File: config.mk
export PLATFORM = sky130hd
export DESIGN_NAME = mono_blit_dp
export DESIGN_NICKNAME = d
export VERILOG_FILES = /design/src/rtl/mbd_pkg.sv /design/src/rtl/mbd_cfg_regs.sv /design/src/rtl/mbd_funnel.sv /design/src/rtl/mbd_rop.sv /design/src/rtl/mono_blit_dp.sv
export SDC_FILE = /design/constraint.sdc
export NUM_CORES = 1
export LEC_CHECK = 0
export ABC_AREA = 1
export BUFFER_PORTS_ARGS = -buffer_cell sky130_fd_sc_hd__buf_4
export CAP_MARGIN = 40
export CELL_PAD_IN_SITES_DETAIL_PLACEMENT = 1
export CELL_PAD_IN_SITES_GLOBAL_PLACEMENT = 1
export CORE_ASPECT_RATIO = 1.2
export CORE_MARGIN = 3
export CORE_UTILIZATION = 44
export DETAILED_ROUTE_END_ITERATION = 16
export HOLD_SLACK_MARGIN = 0.15
export PLACE_DENSITY = 0.87
export SYNTH_ARGS = -nofsm -noshare
export SYNTH_HDL_FRONTEND = slang
export SYNTH_HIERARCHICAL = 1
export SYNTH_SLANG_ARGS = --single-unit
File: constraint.sdc
create_clock -name clk_i -period 6.1 [get_ports clk_i]
set_clock_uncertainty 0.2 [all_clocks]
set_input_delay 0 -clock clk_i [delete_from_list [all_inputs] [get_ports clk_i]]
set_output_delay 0 -clock clk_i [all_outputs]
set_load 0.05 [all_outputs]
File: src/rtl/mbd_pkg.sv
package mbd_pkg;
  localparam int DW = 16;
  localparam int SW = $clog2(DW);
  localparam int AW = 3;

  localparam logic [2:0] MODE_VEC  = 3'b010;
  localparam logic [2:0] MODE_BLT  = 3'b100;
  localparam logic [2:0] MODE_NORM = 3'b111;

  localparam logic [1:0] SRC_ONES  = 2'b00;
  localparam logic [1:0] SRC_PIX   = 2'b01;

  localparam logic [AW-1:0] A_CTRL = 3'd0;
  localparam logic [AW-1:0] A_SRC  = 3'd1;
  localparam logic [AW-1:0] A_FN   = 3'd2;
  localparam logic [AW-1:0] A_HEAD = 3'd3;
  localparam logic [AW-1:0] A_TAIL = 3'd4;
endpackage

File: src/rtl/mbd_cfg_regs.sv
module mbd_cfg_regs
  import mbd_pkg::*;
#(
  parameter int W  = DW,
  parameter int SH = SW
) (
  input  logic          clk_i,
  input  logic          rst_ni,
  input  logic          we_i,
  input  logic [AW-1:0] addr_i,
  input  logic [W-1:0]  wdata_i,
  output logic [2:0]    mode_o,
  output logic [SH-1:0] shift_o,
  output logic [1:0]    src_sel_o,
  output logic          fn_en_o,
  output logic [3:0]    fn_o,
  output logic [W-1:0]  head_mask_o,
  output logic [W-1:0]  tail_mask_o
);
  logic [7:0] ctrl_q;
  logic [7:0] src_q;

  always_ff @(posedge clk_i or negedge rst_ni) begin
    if (!rst_ni) begin
      ctrl_q      <= {MODE_NORM, 5'd0};
      src_q       <= 8'hC0;
      fn_o        <= 4'h3;
      head_mask_o <= '0;
      tail_mask_o <= '0;
    end else if (we_i) begin
      unique case (addr_i)
        A_CTRL:  ctrl_q      <= wdata_i[7:0];
        A_SRC:   src_q       <= wdata_i[7:0];
        A_FN:    fn_o        <= wdata_i[3:0];
        A_HEAD:  head_mask_o <= wdata_i;
        A_TAIL:  tail_mask_o <= wdata_i;
        default: ;
      endcase
    end
  end

  assign mode_o    = ctrl_q[7:5];
  assign shift_o   = ctrl_q[SH-1:0];  // modulo word width
  assign src_sel_o = src_q[7:6];
  assign fn_en_o   = src_q[4];
endmodule

File: src/rtl/mbd_funnel.sv
module mbd_funnel
  import mbd_pkg::*;
#(
  parameter int W  = DW,
  parameter int SH = SW
) (
  input  logic          clk_i,
  input  logic          rst_ni,
  input  logic          valid_i,
  input  logic          row_start_i,
  input  logic          bypass_i,
  input  logic [SH-1:0] shift_i,
  input  logic [W-1:0]  src_i,
  output logic [W-1:0]  aligned_o
);
  logic [W-1:0]   prev_q;
  logic [W-1:0]   prev_eff;
  logic [2*W-1:0] cat_sh;

  always_ff @(posedge clk_i or negedge rst_ni) begin
    if (!rst_ni)          prev_q <= '0;
    else if (valid_i)     prev_q <= src_i;
    else if (row_start_i) prev_q <= '0;
  end

  assign prev_eff  = row_start_i ? '0 : prev_q;
  assign cat_sh    = {prev_eff, src_i} >> shift_i;
  assign aligned_o = bypass_i ? src_i : cat_sh[W-1:0];
endmodule

File: src/rtl/mbd_rop.sv
module mbd_rop #(
  parameter int W = 16
) (
  input  logic         en_i,
  input  logic [3:0]   fn_i,
  input  logic [W-1:0] s_i,
  input  logic [W-1:0] d_i,
  output logic [W-1:0] r_o
);
  for (genvar i = 0; i < W; i++) begin : g_bit
    assign r_o[i] = en_i ? fn_i[{~s_i[i], ~d_i[i]}] : s_i[i];
  end
endmodule

File: src/rtl/mono_blit_dp.sv
module mono_blit_dp
  import mbd_pkg::*;
(
  input  logic          clk_i,
  input  logic          rst_ni,
  input  logic          cfg_we_i,
  input  logic [2:0]    cfg_addr_i,
  input  logic [15:0]   cfg_wdata_i,
  input  logic          row_start_i,
  input  logic          src_valid_i,
  input  logic          prime_i,
  input  logic          first_i,
  input  logic          last_i,
  input  logic [15:0]   src_i,
  input  logic [15:0]   dst_i,
  output logic          out_valid_o,
  output logic [15:0]   out_o
);
  logic [2:0]    mode;
  logic [SW-1:0] shift;
  logic [1:0]    src_sel;
  logic          fn_en;
  logic [3:0]    fn;
  logic [DW-1:0] head_mask, tail_mask;
  logic [DW-1:0] aligned, s_word, r_word, mask, merged;

  mbd_cfg_regs #(.W(DW), .SH(SW)) u_cfg (
    .clk_i, .rst_ni,
    .we_i(cfg_we_i), .addr_i(cfg_addr_i), .wdata_i(cfg_wdata_i),
    .mode_o(mode), .shift_o(shift), .src_sel_o(src_sel),
    .fn_en_o(fn_en), .fn_o(fn),
    .head_mask_o(head_mask), .tail_mask_o(tail_mask)
  );

  mbd_funnel #(.W(DW), .SH(SW)) u_funnel (
    .clk_i, .rst_ni,
    .valid_i(src_valid_i), .row_start_i,
    .bypass_i(mode != MODE_BLT), .shift_i(shift),
    .src_i, .aligned_o(aligned)
  );

  always_comb begin
    unique case (src_sel)
      SRC_ONES: s_word = '1;
      SRC_PIX:  s_word = {DW{src_i[0]}};
      default:  s_word = aligned;
    endcase
  end

  mbd_rop #(.W(DW)) u_rop (
    .en_i(fn_en), .fn_i(fn), .s_i(s_word), .d_i(dst_i), .r_o(r_word)
  );

  always_comb begin
    unique case ({first_i, last_i})
      2'b10:   mask = head_mask;
      2'b01:   mask = tail_mask;
      2'b11:   mask = head_mask | tail_mask;
      default: mask = '0;
    endcase
  end

  assign merged = (mask & dst_i) | (~mask & r_word);

  always_ff @(posedge clk_i or negedge rst_ni) begin
    if (!rst_ni) begin
      out_valid_o <= 1'b0;
      out_o       <= '0;
    end else begin
      out_valid_o <= src_valid_i & ~prime_i;
      if (src_valid_i && !prime_i) out_o <= merged;
    end
  end
endmodule

==> impl_results.rst <==
.. list-table::
   :header-rows: 1

   * - Metric
     - Value
   * - Result of the run
     - finished clean
   * - Net switching power figure
     - 1.13 mW
   * - Cell breakdown of the critical path
     - clkinv_1, nand3_1, nand2_1, o21ai_1, nand2_1, nand2_1, nor2_2, nand3_1, nand2_1, inv_1, nand3_1, nand3_1, dlygate4sd3_1, nand2_1
   * - Slew Limit Headroom
     - 0.369
   * - Total Nets Final
     - 1,212
   * - Number of instances resized during post-cts repair
     - 0
   * - RSZ-0062 raised after global routing
     - no
   * - Vias in the first global route
     - 9,059
   * - Endpoint type of the worst setup path
     - flip-flop
   * - Vias
     - 8,377
   * - Crit Path Class
     - reg2reg
   * - Cts-stage hold buffer count
     - 146
   * - Weighted congestion reported at the end of routability-driven placement
     - 0.998
   * - Highest Clock Rate
     - 267 MHz
   * - Global-route wire length before repair
     - 49,700 microns
   * - Library cell used as clock root buffer
     - sky130_fd_sc_hd__clkbuf_16
   * - Number of failing setup endpoints in the final timing report
     - 0
   * - Utilization after layout
     - 0.633
   * - Total nets after synthesis
     - 1,028
   * - Post-Place Worst Slack
     - 3360 ps
   * - Layout cells sized above 1
     - 0.123
   * - Total Power
     - 2.48 mW
   * - Total wirelength of the detailed-routed design
     - 31,800 microns
   * - Clock H-tree levels
     - 3
   * - Startpoint Class
     - flip-flop
   * - Initial antenna violation count
     - 1
   * - Number of synthesized register bits
     - 78
   * - Final critical delay including setup and external delays
     - 3740 ps
   * - Height of the chip
     - 133 microns
   * - Number of different library cells in the post-synthesis netlist
     - 27
   * - Hold Violations, Final
     - 0
   * - Final max-slew violation count
     - 0
   * - Relative contribution of sequential cells to total power
     - 0.296
   * - Post-synthesis sequential area ratio
     - 0.330
   * - # IOs
     - 76
   * - Floorplan core area
     - 0.0129 sq mm
   * - DR DRC count
     - 0
   * - Power density cells
     - 303 mW/mm^2
   * - Routed wirelength normalized by instance count
     - 24.1 microns
   * - Critical Path Most Common Cell
     - sky130_fd_sc_hd__nand2_1
   * - Max-cap viol count
     - 0
   * - Share of the clock period used by the worst path
     - 0.614
   * - Setup TNS Final
     - 0 ps
   * - Net switching fraction of the power
     - 0.457
   * - Number of non-filler instances in the completed layout
     - 1,323
   * - Placed Area
     - 0.00640 sq mm
   * - Gr usage total
     - 0.423
   * - Die ar.
     - 0.0149 sq mm
   * - Sinks on Clock Net
     - 78
   * - Worst hold path class
     - in2reg
   * - Vias per cell
     - 6.33
   * - Maximum clock insertion buffer count
     - 2
   * - First-pass iteration count of the detailed router
     - 7
   * - Number of input and output port buffers inserted
     - 75
   * - Largest delay contributor family on the critical path
     - buffers and inverters
   * - Pin count of the biggest net entering global routing
     - 48
   * - Sequential Area
     - 0.00196 sq mm
   * - Drt first-iter violations
     - 943
   * - Proportion of power drawn by combinational gates
     - 0.450
   * - Internal power
     - 1.35 mW
   * - Post-synthesis instance area
     - 0.00594 sq mm
   * - P_leak
     - 4.24 nW
   * - Smallest hold slack
     - 271 ps
   * - Clock edge transition at the registers on the reported setup and hold paths
     - 70 ps
   * - Number of nets with antenna violations after detailed routing
     - 0
   * - Half-perimeter wire length after detailed placement
     - 15,100 microns
   * - VDD IR max
     - 0.264 mV
   * - Avg Cell Area, Syn
     - 6.13 sq um
   * - Footprint of the multi-input gates
     - 0.00334 sq mm
   * - Sum of overflow across all layers after global routing
     - 0
   * - Stage delay of the slowest cell on the critical path
     - 790 ps
   * - Non-Filler Cell Area, Final
     - 0.00819 sq mm
   * - Clock share of power
     - 0.253
   * - Gate count of the mapped netlist
     - 969
   * - Number of rows created at floorplan
     - 45
   * - Buffers & Inverters on Critical Path
     - 3
   * - Data arrival at the endpoint of the critical path
     - 3800 ps
   * - Area growth from synthesis to layout
     - 37.9%
   * - Final critical-path setup slack
     - 2360 ps
   * - CTS tree
     - built
   * - Data required, critical path
     - 6160 ps
   * - Syn. warnings
     - 6
   * - Setup fix buffers added after clock tree synthesis
     - 0
   * - Effective utilization at floorplan
     - 0.459
   * - Total CTS buffers
     - 9
   * - Total of fill cells in the finished design
     - 1,728
   * - Worst slew pin tran
     - 943 ps
   * - Insertion delay to the later sink of the worst-skew pair
     - 360 ps
   * - Slowest stage cell, crit path
     - sky130_fd_sc_hd__dfrtp_1
   * - Cell count after placement
     - 1,160
   * - Die Wd
     - 112 microns
   * - Maximum fanout along the worst path
     - 17
==> per-layer routing <==
| metal | global-route usage | vias up | wire [microns] |
|---|---|---|---|
| li1 | - | 3434 | - |
| met1 | 0.474 | 4013 | 11100 |
| met2 | 0.717 | 695 | 15300 |
| met3 | 0.0718 | 235 | 2750 |
| met4 | 0.314 | 0 | 2710 |
| met5 | 0 | - | 0 |
==> cell type report <==
class	count	area share
antenna	1	0.000305
clock buffer	9	0.0275
clock inverter	7	0.0119
inverter	69	0.0325
multi-input combinational	768	0.407
sequential	78	0.239
tap	164	0.0250
timing repair buffer	227	0.256
==> registers in the layout, indices dropped and copies added (netlist names) <==
name               flops
u_cfg/ctrl_q           7
out_valid_o            1
u_funnel/prev_q       15
u_cfg/src_q            3
out_o                 16
u_cfg/tail_mask_o     16
u_cfg/fn_o             4
u_cfg/head_mask_o     16
==> worst paths after layout <==
| path | startpoint | end | slack (ps) | cells past startpoint |
|---|---|---|---|---|
| hold reg to reg | u_cfg/ctrl_q[6] | u_cfg/ctrl_q[6] | 290 | 2 |
| hold / removal | cfg_wdata_i[12] | u_cfg/tail_mask_o[12] | 270 | 4 |
| max in group asynchronous | rst_ni | out_valid_o | 4470 | 4 |
| setup reg to reg | u_cfg/ctrl_q[3] | out_o[3] | 2360 | 14 |
| setup / recovery | u_cfg/ctrl_q[3] | out_o[3] | 2360 | 14 |
| min in group asynchronous | rst_ni | u_cfg/src_q[7] | 550 | 3 |
==> cells in the final DEF, fill, tap and decap left out <==
cell type                       count
sky130_fd_sc_hd__nand2_1          466
sky130_fd_sc_hd__nand3_1          224
sky130_fd_sc_hd__dlygate4sd3_1    145
sky130_fd_sc_hd__buf_4             80
sky130_fd_sc_hd__dfrtp_1           71
sky130_fd_sc_hd__inv_1             62
sky130_fd_sc_hd__nor2_1            16
sky130_fd_sc_hd__o21ai_0           14
sky130_fd_sc_hd__nand2_2           13
sky130_fd_sc_hd__nor2_2            11
sky130_fd_sc_hd__a21oi_1           11
sky130_fd_sc_hd__clkbuf_16          9
sky130_fd_sc_hd__dfstp_2            7
sky130_fd_sc_hd__nand3_2            4
sky130_fd_sc_hd__inv_4              3
sky130_fd_sc_hd__inv_2              3
sky130_fd_sc_hd__o21ai_1            3
sky130_fd_sc_hd__bufinv_16          2
sky130_fd_sc_hd__clkinvlp_4         2
sky130_fd_sc_hd__nor2_4             2
sky130_fd_sc_hd__o211ai_1           2
sky130_fd_sc_hd__diode_2            1
sky130_fd_sc_hd__o21bai_4           1
sky130_fd_sc_hd__nor2_8             1
sky130_fd_sc_hd__clkinv_4           1
sky130_fd_sc_hd__clkinv_2           1
sky130_fd_sc_hd__inv_6              1
sky130_fd_sc_hd__buf_12             1
sky130_fd_sc_hd__clkinv_1           1
sky130_fd_sc_hd__buf_16             1
==> tightest hold or removal path, stage by stage <==
cell and delay, ps:
sky130_fd_sc_hd__dlygate4sd3_1 540, sky130_fd_sc_hd__buf_4 110, sky130_fd_sc_hd__nand3_1 80, sky130_fd_sc_hd__nand2_1 70
==> power groups by stage <==
stage	Combinational [mW]	Sequential [mW]	Clock (mW)
after CTS	0.986	0.710	0.599
final	1.12	0.735	0.628
after global routing	1.18	0.741	0.646
after floorplan	0.579	0.769	0
after detailed placement	0.871	0.716	0
after global placement	0.850	0.714	0
==> cell usage after synthesis <==
| library cell | number | area, sq um |
|---|---|---|
| sky130_fd_sc_hd__nand2_1 | 466 | 1750 |
| sky130_fd_sc_hd__nand3_1 | 224 | 1120 |
| sky130_fd_sc_hd__dfrtp_1 | 71 | 1780 |
| sky130_fd_sc_hd__inv_1 | 62 | 233 |
| sky130_fd_sc_hd__buf_2 | 25 | 125 |
| sky130_fd_sc_hd__nor2_1 | 16 | 60.1 |
| sky130_fd_sc_hd__o21ai_0 | 14 | 70.1 |
| sky130_fd_sc_hd__nand2_2 | 13 | 81.3 |
| sky130_fd_sc_hd__a21oi_1 | 11 | 55.1 |
| sky130_fd_sc_hd__nor2_2 | 11 | 68.8 |
| sky130_fd_sc_hd__buf_6 | 10 | 113 |
| sky130_fd_sc_hd__clkbuf_1 | 7 | 26.3 |
| sky130_fd_sc_hd__dfstp_2 | 7 | 184 |
| sky130_fd_sc_hd__buf_4 | 6 | 45.0 |
| sky130_fd_sc_hd__nand3_2 | 4 | 40.0 |
| sky130_fd_sc_hd__inv_2 | 3 | 11.3 |
| sky130_fd_sc_hd__inv_4 | 3 | 18.8 |
| sky130_fd_sc_hd__o21ai_1 | 3 | 15.0 |
| sky130_fd_sc_hd__buf_12 | 2 | 40.0 |
| sky130_fd_sc_hd__clkbuf_2 | 2 | 10.0 |
| sky130_fd_sc_hd__nor2_4 | 2 | 22.5 |
| sky130_fd_sc_hd__o211ai_1 | 2 | 15.0 |
| sky130_fd_sc_hd__buf_1 | 1 | 3.75 |
| sky130_fd_sc_hd__buf_8 | 1 | 15.0 |
| sky130_fd_sc_hd__clkinv_1 | 1 | 3.75 |
| sky130_fd_sc_hd__nor2_8 | 1 | 20.0 |
| sky130_fd_sc_hd__o21bai_4 | 1 | 18.8 |
==> logic make-up (layout without fill, tap and decap cells) <==
group	Yosys count	after routing	synth area share
other	0	1	0
AND/OR/NAND/NOR	737	737	0.532
AO/OA/AOI/OAI	31	31	0.0293
buffers and inverters	123	312	0.108
flip-flops	78	78	0.330
No activity file was read; power rests on OpenSTA's default activity.
